## src/rtl/fetch_pkg.sv

```systemverilog
`timescale 1ns/1ps
package fetch_pkg;

  typedef enum logic [1:0] {
    STEP_T1 = 2'd0,
    STEP_T2 = 2'd1,
    STEP_T3 = 2'd2
  } step_e;

  typedef enum logic {
    ALU_PASS = 1'b0,
    ALU_INC  = 1'b1
  } alu_fn_e;

  typedef struct packed {
    logic    pc_out;
    logic    z_out;
    logic    mdr_out;
    logic    pc_in;
    logic    mar_in;
    logic    z_in;
    logic    ir_in;
    logic    rd;
    logic    wmfc;
    alu_fn_e alu_fn;
  } ctl_t;

endpackage

```

## src/rtl/fetch_ctrl.sv

```systemverilog
`timescale 1ns/1ps
module fetch_ctrl
  import fetch_pkg::*;
(
  input  logic clk,
  input  logic rst,
  input  logic mfc,
  output ctl_t ctl,
  output logic done
);

  step_e step_q;

  always_ff @(posedge clk) begin
    if (rst) begin
      step_q <= STEP_T1;
      done   <= 1'b0;
    end else begin
      done <= (step_q == STEP_T3);
      case (step_q)
        STEP_T1: step_q <= STEP_T2;
        STEP_T2: if (mfc) step_q <= STEP_T3;
        STEP_T3: step_q <= STEP_T1;
        default: step_q <= STEP_T1;
      endcase
    end
  end

  always_comb begin
    ctl        = '0;
    ctl.alu_fn = ALU_PASS;
    case (step_q)
      STEP_T1: begin
        ctl.pc_out = 1'b1;
        ctl.mar_in = 1'b1;
        ctl.rd     = 1'b1;
        ctl.z_in   = 1'b1;
        ctl.alu_fn = ALU_INC;
      end
      STEP_T2: begin
        ctl.z_out = 1'b1;
        ctl.pc_in = 1'b1;
        ctl.rd    = 1'b1;
        ctl.wmfc  = 1'b1;
      end
      STEP_T3: begin
        ctl.mdr_out = 1'b1;
        ctl.ir_in   = 1'b1;
      end
      default: ctl = '0;
    endcase
  end


  t1_one_cycle_chk: assert property (@(posedge clk) disable iff (rst)
    (step_q == STEP_T1) |=> (step_q == STEP_T2));


  wait_hold_chk: assert property (@(posedge clk) disable iff (rst)
    (step_q == STEP_T2 && !mfc) |=> (step_q == STEP_T2 && ctl.rd));


  t3_done_chk: assert property (@(posedge clk) disable iff (rst)
    (step_q == STEP_T3) |=> (done && step_q == STEP_T1));

endmodule

```

## src/rtl/fetch_datapath.sv

```systemverilog
`timescale 1ns/1ps
module fetch_datapath
  import fetch_pkg::*;
#(
  parameter int DATA_W = 16,
  parameter int ADDR_W = 8
) (
  input  logic              clk,
  input  logic              rst,
  input  ctl_t              ctl,
  input  logic              mfc,
  input  logic [DATA_W-1:0] rdata,
  output logic [ADDR_W-1:0] mar_q,
  output logic [DATA_W-1:0] ir_q
);

  localparam int PAD_W = DATA_W - ADDR_W;

  logic [ADDR_W-1:0] pc_q;
  logic [DATA_W-1:0] z_q, mdr_q, bus, alu_y;

  always_comb begin
    bus = '0;
    if (ctl.pc_out)       bus = {{PAD_W{1'b0}}, pc_q};
    else if (ctl.z_out)   bus = z_q;
    else if (ctl.mdr_out) bus = mdr_q;
  end

  assign alu_y = (ctl.alu_fn == ALU_INC) ? bus + 1'b1 : bus;

  // PC and MAR sample the bus mid-cycle
  always_ff @(negedge clk) begin
    if (rst) begin
      pc_q  <= '0;
      mar_q <= '0;
    end else begin
      if (ctl.pc_in)  pc_q  <= bus[ADDR_W-1:0];
      if (ctl.mar_in) mar_q <= bus[ADDR_W-1:0];
    end
  end

  always_ff @(posedge clk) begin
    if (rst) begin
      z_q   <= '0;
      mdr_q <= '0;
      ir_q  <= '0;
    end else begin
      if (ctl.z_in)          z_q   <= alu_y;
      if (ctl.wmfc && mfc)   mdr_q <= rdata;
      if (ctl.ir_in)         ir_q  <= bus;
    end
  end


  bus_onehot_chk: assert property (@(posedge clk) disable iff (rst)
    $onehot0({ctl.pc_out, ctl.z_out, ctl.mdr_out}));


  ir_from_mdr_chk: assert property (@(posedge clk) disable iff (rst)
    ctl.ir_in |=> (ir_q == $past(mdr_q)));


  z_inc_chk: assert property (@(posedge clk) disable iff (rst)
    ctl.z_in |=> (z_q[ADDR_W-1:0] == $past(pc_q) + 1'b1));

endmodule

```

## src/rtl/fetch_seq_top.sv

```systemverilog
`timescale 1ns/1ps
module fetch_seq_top
  import fetch_pkg::*;
#(
  parameter int DATA_W = 16,
  parameter int ADDR_W = 8
) (
  input  logic              clk,
  input  logic              rst,
  output logic [ADDR_W-1:0] mem_addr,
  output logic              mem_rd,
  input  logic [DATA_W-1:0] mem_rdata,
  input  logic              mem_mfc,
  output logic [DATA_W-1:0] ir_q,
  output logic              fetch_done
);

  ctl_t ctl;

  fetch_ctrl u_ctrl (
    .clk  (clk),
    .rst  (rst),
    .mfc  (mem_mfc),
    .ctl  (ctl),
    .done (fetch_done)
  );

  fetch_datapath #(.DATA_W(DATA_W), .ADDR_W(ADDR_W)) u_dp (
    .clk   (clk),
    .rst   (rst),
    .ctl   (ctl),
    .mfc   (mem_mfc),
    .rdata (mem_rdata),
    .mar_q (mem_addr),
    .ir_q  (ir_q)
  );

  assign mem_rd = ctl.rd;


  done_pulse_chk: assert property (@(posedge clk) disable iff (rst)
    fetch_done |=> !fetch_done);

endmodule

```

## config.mk

```make
export PLATFORM = sky130hd
export DESIGN_NAME = fetch_seq_top
export DESIGN_NICKNAME = d
export VERILOG_FILES = /design/src/rtl/fetch_pkg.sv /design/src/rtl/fetch_ctrl.sv /design/src/rtl/fetch_datapath.sv /design/src/rtl/fetch_seq_top.sv
export SDC_FILE = /design/constraint.sdc
export NUM_CORES = 1
export LEC_CHECK = 0
export ABC_AREA = 1
export BUFFER_PORTS_ARGS = -buffer_cell sky130_fd_sc_hd__buf_2
export CORE_ASPECT_RATIO = 1.75
export CORE_MARGIN = 5
export CORE_UTILIZATION = 49
export DETAILED_ROUTE_END_ITERATION = 7
export GPL_TIMING_DRIVEN = 0
export PLACE_DENSITY_LB_ADDON = 0.05
export SYNTH_ARGS = -nofsm -noshare
export SYNTH_HDL_FRONTEND = slang
export SYNTH_SLANG_ARGS = --single-unit
```

## constraint.sdc

```tcl
create_clock -name clk -period 1.7 [get_ports clk]
set_input_delay 0.34 -clock clk [delete_from_list [all_inputs] [get_ports clk]]
set_output_delay 0.34 -clock clk [all_outputs]
set_load 0.005 [all_outputs]
```

Word-level counts from Yosys, hierarchy flattened:

Cells that the tools add are included.

* word-level logic and storage cells: 25
* input port bits: 19
* output and inout port bits: 26
* register bits: 67

* eq/ne operators: 3
* reduce and logical (&&, ||, !) cells: 3
* muxes and demuxes: 11
* $add $sub $neg: 1

Operators by type and width (number)
* $mux 16: 4
* $add 16x1->16 const B: 1
* $mux 1: 4
* $mux 2: 2
* $pmux 2 s2: 1
* $eq 2x1->1 const B: 1
* $eq 2x2->1 const B: 1
* $logic_not 2->1: 1
* $ne 2x2->1 const B: 1
* $reduce_or 2->1: 1
* $logic_and 1x1->1: 1

Depth between registers and ports, before layout:

Gate-level depths: netlist of run 1.

* word-level depth: 7
* mapped depth: 15
* depth with buffers taken out: 14

Modules after synthesis:

A second synthesis of run 1 with hierarchy kept.

* cell total of the unflattened synthesis: 438
* area total of the unflattened synthesis: 3169.3 um^2

Modules (own cells, without submodules)
* fetch_datapath: instances 1, area an instance 3009.1 um^2, cells each 415, seq. area each 1281.2 um^2
* fetch_ctrl: instances 1, area an instance 160.2 um^2, cells each 23, seq. area each 60.1 um^2

==> run metrics, run 1 <==
Pwr Density 1020 nW/um^2; Skew-Pair Late Insertion Delay slightly below 0.4 ns; Reg2Reg Depth 12; RR Endpoint u_dp.z_q[6]; CTS root buf clkbuf_8; Final setup viols 31; Data required, critical path ~1.9 ns; # rows 34; final instance area around 3500 um^2; initial antenna violation count 0; placed inst area between 2000 and 3000 um^2; CTS Buf Count 9; CTS tree done; hold path depth 3; DRC Markers 0; nets around 440; first-pass GRT wire length roughly 12000 um; status finished with violations; skew final 0.0531 ns; fin. max-slew vios 0; Worst IR Drop VDD about 0.87 mV; setup TNS -7.33 ns; post-synthesis sequential area ratio 0.482; Worst slew margin 0.752; Pleak approximately 1.7 nW; GRT Total Usage 0.223; Vias/cell around 5.2; # fillers roughly 410; final wirelength just over 7000 um; dpl hpwl around 4600 um; final setup margin -0.550 ns; Hold Crit Start mem_rdata[12]; Port-buffer cells 44; clock sinks slightly below 60; Critical Path End Type register; number of synthesized register bits 59; Final Hold Fails 0; FF-to-FF Start u_dp.pc_q[0]; WP data arrival about 2.5 ns; Detail Route Antenna Nets 0; Worst-Margin Slew 0.371 ns; Post-Syn Area 2450 um^2; RSZ-0062 raised after global routing yes; clk slew on worst S/H paths roughly 0.070 ns; Mapped Cells 321; largest net degree at the start of global routing 12; syn_area_per_cell ~7.6 um^2; syn_nets 341; H-tree lvl count 3; height of the die slightly above 100 um; Final Core Density 0.712; total gr overflow 0; via count 2489; vias in the first global route approximately 2500; share of cells above drive strength 1 0.403; count of unique library cells instantiated by Yosys 28; hold-critical path endpoint u_dp.mdr_q[12]; Iter 0 DRT Violations around 130; first-pass detailed-route iteration total 4; Hold-fix buffers, CTS 0; WL/cell 15.1 um; n_diodes 0; Hold WS ~0.22 ns; MaxCap Viol Count 0; core area slightly below 5000 um^2; Reg2Reg Setup Slack -0.55 ns; YS warnings 0; Starting Density 0.497; Startpoint Class register; Max FO, Critical Path 4; type of the tightest min-delay check input port to register; I/O pin cnt 45; CTS max path bufs 2; Setup CP Type register to register; failing checks negative setup slack; chip width between 60 and 70 um; synthesis-to-finish area growth 43.4%; Die ar. approximately 6600 um^2; gp weighted congestion approximately 0.9
worst max-delay path by stage:
stage	slack, ns	to	depth (start not counted)	startpoint
floorplan	-0.38	u_dp.z_q[6]	12	u_dp.pc_q[0]
finish	-0.55	u_dp.z_q[6]	12	u_dp.pc_q[0]
global route	-0.65	u_dp.z_q[6]	12	u_dp.pc_q[0]
CTS	-0.50	u_dp.z_q[6]	12	u_dp.pc_q[1]
detailed placement	-0.56	u_dp.mar_q[6]	6	rst
global placement	-0.53	u_dp.z_q[6]	12	u_dp.pc_q[0]
layer usage:
layer	share of wire	GRT usage	vias to the layer above
li1	-	-	1220
met1	0.36	0.229	1178
met2	0.55	0.399	64
met3	0.043	0.0563	27
met4	0.048	0.117	0
met5	0	0	-
registers in the layout (all words and copies together) (netlist names):
signal	flops
u_dp.pc_q	8
u_dp.mdr_q	16
u_ctrl.step_q	2
u_dp.ir_q	16
u_ctrl.done	1
u_dp.mar_q	8
u_dp.z_q	8
critical path, stage by stage, from the launching register on:
cell	delay [ns]
dfxtp_2	0.34
nand2_4	0.06
nand3_4	0.08
ha_4	0.14
inv_2	0.04
nor2_4	0.08
nand2_2	0.06
nor2_4	0.14
nand2_2	0.07
nand2_2	0.06
nand3_2	0.08
nand2_1	0.07
inv_1	0.04
logic make-up after synthesis:
logic type,Yosys count,synth area share
flops,59,0.482
compound gates,69,0.148
buf+inv,48,0.0969
simple gates,144,0.268
fa+ha+maj,1,0.00510
power by group:
part	total [mW]	switching [mW]	internal [mW]
Combinational	0.595	0.341	0.254
Sequential	1.53	0.0565	1.47
Clock	1.46	0.674	0.789
stage by stage:
| step | std cells | total power, mW | setup WS (ns) |
|---|---|---|---|
| 2_1_floorplan | 321 | 1.92 | -0.383 |
| 3_3_place_gp | 419 | 2.04 | -0.531 |
| 3_5_place_dp | 419 | 2.05 | -0.560 |
| 4_1_cts | 464 | 3.53 | -0.502 |
| 5_1_grt | 476 | 3.77 | -0.649 |
| 6_report | 476 | 3.59 | -0.550 |
cells in the mapped netlist:
master | n | area share
ha_1 | 1 | 0.0051
nand2_8 | 1 | 0.0082
nor2_1 | 56 | 0.086
nand2_2 | 2 | 0.0051
nor2_2 | 6 | 0.015
o211ai_1 | 1 | 0.0031
inv_4 | 1 | 0.0026
a21oi_1 | 26 | 0.053
o21ai_1 | 5 | 0.010
inv_6 | 1 | 0.0036
buf_1 | 2 | 0.0031
dfxtp_1 | 59 | 0.48
nand3_1 | 17 | 0.035
nor2_8 | 1 | 0.0082
nand2_1 | 54 | 0.083
nor2_4 | 4 | 0.018
o41ai_1 | 1 | 0.0036
nor3_1 | 1 | 0.0020
nand3_2 | 2 | 0.0082
inv_2 | 4 | 0.0061
buf_2 | 4 | 0.0082
clkbuf_1 | 4 | 0.0061
a211oi_1 | 3 | 0.0092
o21ai_0 | 32 | 0.065
buf_4 | 2 | 0.0061
inv_1 | 25 | 0.038
buf_6 | 5 | 0.023
a21oi_2 | 1 | 0.0036
placed cells by master (no fill, tap or decap), types with 2 or more instances in the layout:
cell type / netlist / layout
buf_2: 4 / 47
o21ai_1: 5 / 8
o21ai_2: 0 / 7
buf_8: 0 / 2
nor2_4: 4 / 11
a21oi_1: 26 / 23
nand2_4: 0 / 3
buf_6: 5 / 9
nand2_2: 2 / 6
dfxtp_2: 0 / 12
clkbuf_8: 0 / 9
a21oi_2: 1 / 4
inv_1: 25 / 39
buf_12: 0 / 2
dfxtp_1: 59 / 45
a211oi_1: 3 / 3
nand2_1: 54 / 47
o21ai_0: 32 / 22
nor2_1: 56 / 53
inv_8: 0 / 2
nand3_2: 2 / 7
buf_4: 2 / 22
dfxtp_4: 0 / 2
clkbuf_2: 0 / 2
clkinvlp_4: 0 / 3
nand3_4: 0 / 5
nor2_2: 6 / 3
inv_2: 4 / 4
nand3_1: 17 / 7
layout make-up:
type	instances	area [um^2]	share of cell area
buffer	15	124	0.0352
clock buffer	9	124	0.0352
clock inverter	23	139	0.0395
inverter	30	133	0.0377
multi-input combinational	215	1260	0.358
sequential	59	1200	0.342
tap	54	67.6	0.0192
timing repair buffer	71	465	0.132
repair_timing:
| action | CTS | global route |
|---|---|---|
| pin swaps | 15 | 11 |
| setup buffers | 14 | 14 |
| cloned | 0 | 1 |
| endpoints found under the setup margin | 31 | 31 |
| resized for setup | 40 | 25 |
No activity file was read; power rests on OpenSTA's default activity.
==> run 2, diff against run 1 <==
--- a/config.mk
+++ b/config.mk
@@ -9,7 +9,7 @@
 export BUFFER_PORTS_ARGS = -buffer_cell sky130_fd_sc_hd__buf_2
 export CORE_ASPECT_RATIO = 1.75
 export CORE_MARGIN = 5
-export CORE_UTILIZATION = 49
+export CORE_UTILIZATION = 35
 export DETAILED_ROUTE_END_ITERATION = 7
 export GPL_TIMING_DRIVEN = 0
 export PLACE_DENSITY_LB_ADDON = 0.05
==> run 2 against run 1 <==
The run still ends with negative setup slack left. Clock skew increased by 0.016 ns. Sequential power is essentially flat. Count of clock-buffer cells in the layout rose by 4. Final cell count is 8.0% higher. Setup slack improved by 0.029 ns. Flip-flop and latch count stayed put. Critical path type unchanged. Largest power group is now the clock network. Highest routed layer unchanged.
==> run metrics, run 2 (synthesis results as in run 1) <==
status finished with violations; failing checks negative setup slack; placed cell count approximately 450; I/O pin cnt 45; Clk pwr share 0.477; WP data arrival around 2.5 ns; WL/cell between 10 and 15 um; Net Switching ~1.1 mW; Iter 0 DRT Violations 80; via count 2413; dpl hpwl about 5200 um; CTS Buf Count 9; DRC Markers 0; final setup margin -0.521 ns; Final setup viols 31; Pwr Density ~1100 nW/um^2; crit-path most repeated cell nand2_2; nets 446; Hold WS 0.237 ns; commonest non-fill, non-tap cell in the layout nor2_1; CTS max path bufs 2; initial antenna violation count 0; final wirelength 7390 um; final instance area 3770 um^2; share of cells above drive strength 1 0.419; skew final just under 0.07 ns; Vias/cell 4.69; Max FO, Critical Path 4; Switching Fraction 0.266; leading registers by flop count u_dp.ir_q (16), u_dp.mdr_q (16); placed inst area about 2900 um^2; Worst-Margin Slew roughly 0.43 ns; clock sinks 59; Detail Route Antenna Nets 0; part of the power in registers 0.370; Final Hold Fails 0; core area 6860 um^2; Port-buffer cells 44; pre-CTS WS -0.584 ns; n_diodes 0; type of the tightest min-delay check input port to register; # rows 40; vias in the first global route about 2400; MaxCap Viol Count 0; setup TNS -7.23 ns; height of the die 121 um; power share of the combinational group 0.153; Starting Density 0.358; Die ar. 8850 um^2; GRT Total Usage 0.179; Setup CP Type register to register; largest net degree at the start of global routing 11; Critical Path End Type register; total gr overflow 0; chip width ~73 um; Final Core Density 0.549; Internal Power 3.04 mW; Skew-Pair Late Insertion Delay ~0.39 ns; CTS tree done; Data required, critical path around 1.9 ns; Cell Count, Final, Fillers Out a little over 500; total power 4.14 mW; first-pass detailed-route iteration total 4; slowest library cell on the worst path dfxtp_2; Worst IR Drop VDD between 0.7 and 0.8 mV; synthesis-to-finish area growth 53.6%; fin. max-slew vios 0; # fillers roughly 660; Startpoint Class register; first-pass GRT wire length about 12000 um; crit path cell chain nand2_2 > nand3_4 > ha_4 > inv_2 > nor2_4 > nand2_2 > nor2_4 > nand2_2 > nand2_2 > nand3_2 > nand2_1 > inv_1; CTS root buf clkbuf_16; Crit path largest cell delay 0.32 ns; clk slew on worst S/H paths roughly 0.05 ns; H-tree lvl count 3; gp weighted congestion ~0.80; Worst slew margin 0.716; commonest non-fill, non-tap cells in the layout 47 x nor2_1, 46 x nand2_1, 44 x dfxtp_1, 43 x buf_2, 39 x inv_1; Pleak 1.76 nW; RSZ-0062 raised after global routing yes
## run 2: changes by cell type in the layout (fill, tap and decap cells not counted), moves of 6 or more
cell | before | now
clkbuf_8 | 9 | 2
buf_4 | 22 | 28
nor2_1 | 53 | 47
clkbuf_16 | 0 | 11
buf_6 | 9 | 16
## run 2: routing by layer
| metal | up-vias | track usage | routed length (um) |
|---|---|---|---|
| met4 | 0 | 0.0970 | 315 |
| met1 | 1103 | 0.186 | 2780 |
| li1 | 1234 | - | - |
| met2 | 51 | 0.314 | 4040 |
| met5 | - | 0 | 0 |
| met3 | 25 | 0.0499 | 259 |
## run 2: worst max-delay path: cells and delay by family (launching register included)
family / cells / cell delay (ns)
buf+inv: 2 / 0.08
flops: 1 / 0.32
fa+ha+maj: 1 / 0.14
simple gates: 9 / 0.68
## run 2: layout make-up
cell class / count / area, um^2 / share of cell area
Inverter: 30 / 140 / 0.0372
Multi-Input combinational cell: 214 / 1240 / 0.329
Buffer: 15 / 121 / 0.0322
Clock buffer: 13 / 303 / 0.0804
Timing Repair Buffer: 81 / 584 / 0.155
Sequential cell: 59 / 1200 / 0.320
Clock inverter: 18 / 68.8 / 0.0183
Tap cell: 84 / 105 / 0.0279
## run 2: path summary, 6_finish.rpt
| path | cells past startpoint | slack, ns | start | to |
|---|---|---|---|---|
| max | 12 | -0.52 | u_dp.pc_q[0] | u_dp.z_q[6] |
| min | 3 | 0.24 | mem_rdata[14] | u_dp.mdr_q[14] |
| max reg2reg | 12 | -0.52 | u_dp.pc_q[0] | u_dp.z_q[6] |
| min reg2reg | 2 | 0.45 | u_dp.mdr_q[6] | u_dp.ir_q[6] |
## run 2: power groups by stage
stage / Combinational, mW / Clock, mW / Sequential [mW]
floorplan: 0.315 / 0.0613 / 1.54
global placement: 0.448 / 0.0613 / 1.55
detailed placement: 0.452 / 0.0613 / 1.55
CTS: 0.559 / 2.01 / 1.52
global route: 0.698 / 2.11 / 1.54
finish: 0.633 / 1.98 / 1.53
## run 2: what timing repair did
action	CTS	global route
setup buffers	26	16
cloned	0	0
setup endpoints to repair	31	46
pin swaps	11	12
hold endpoints to repair	0	0
gates resized for setup	33	43
hold buffers	0	0
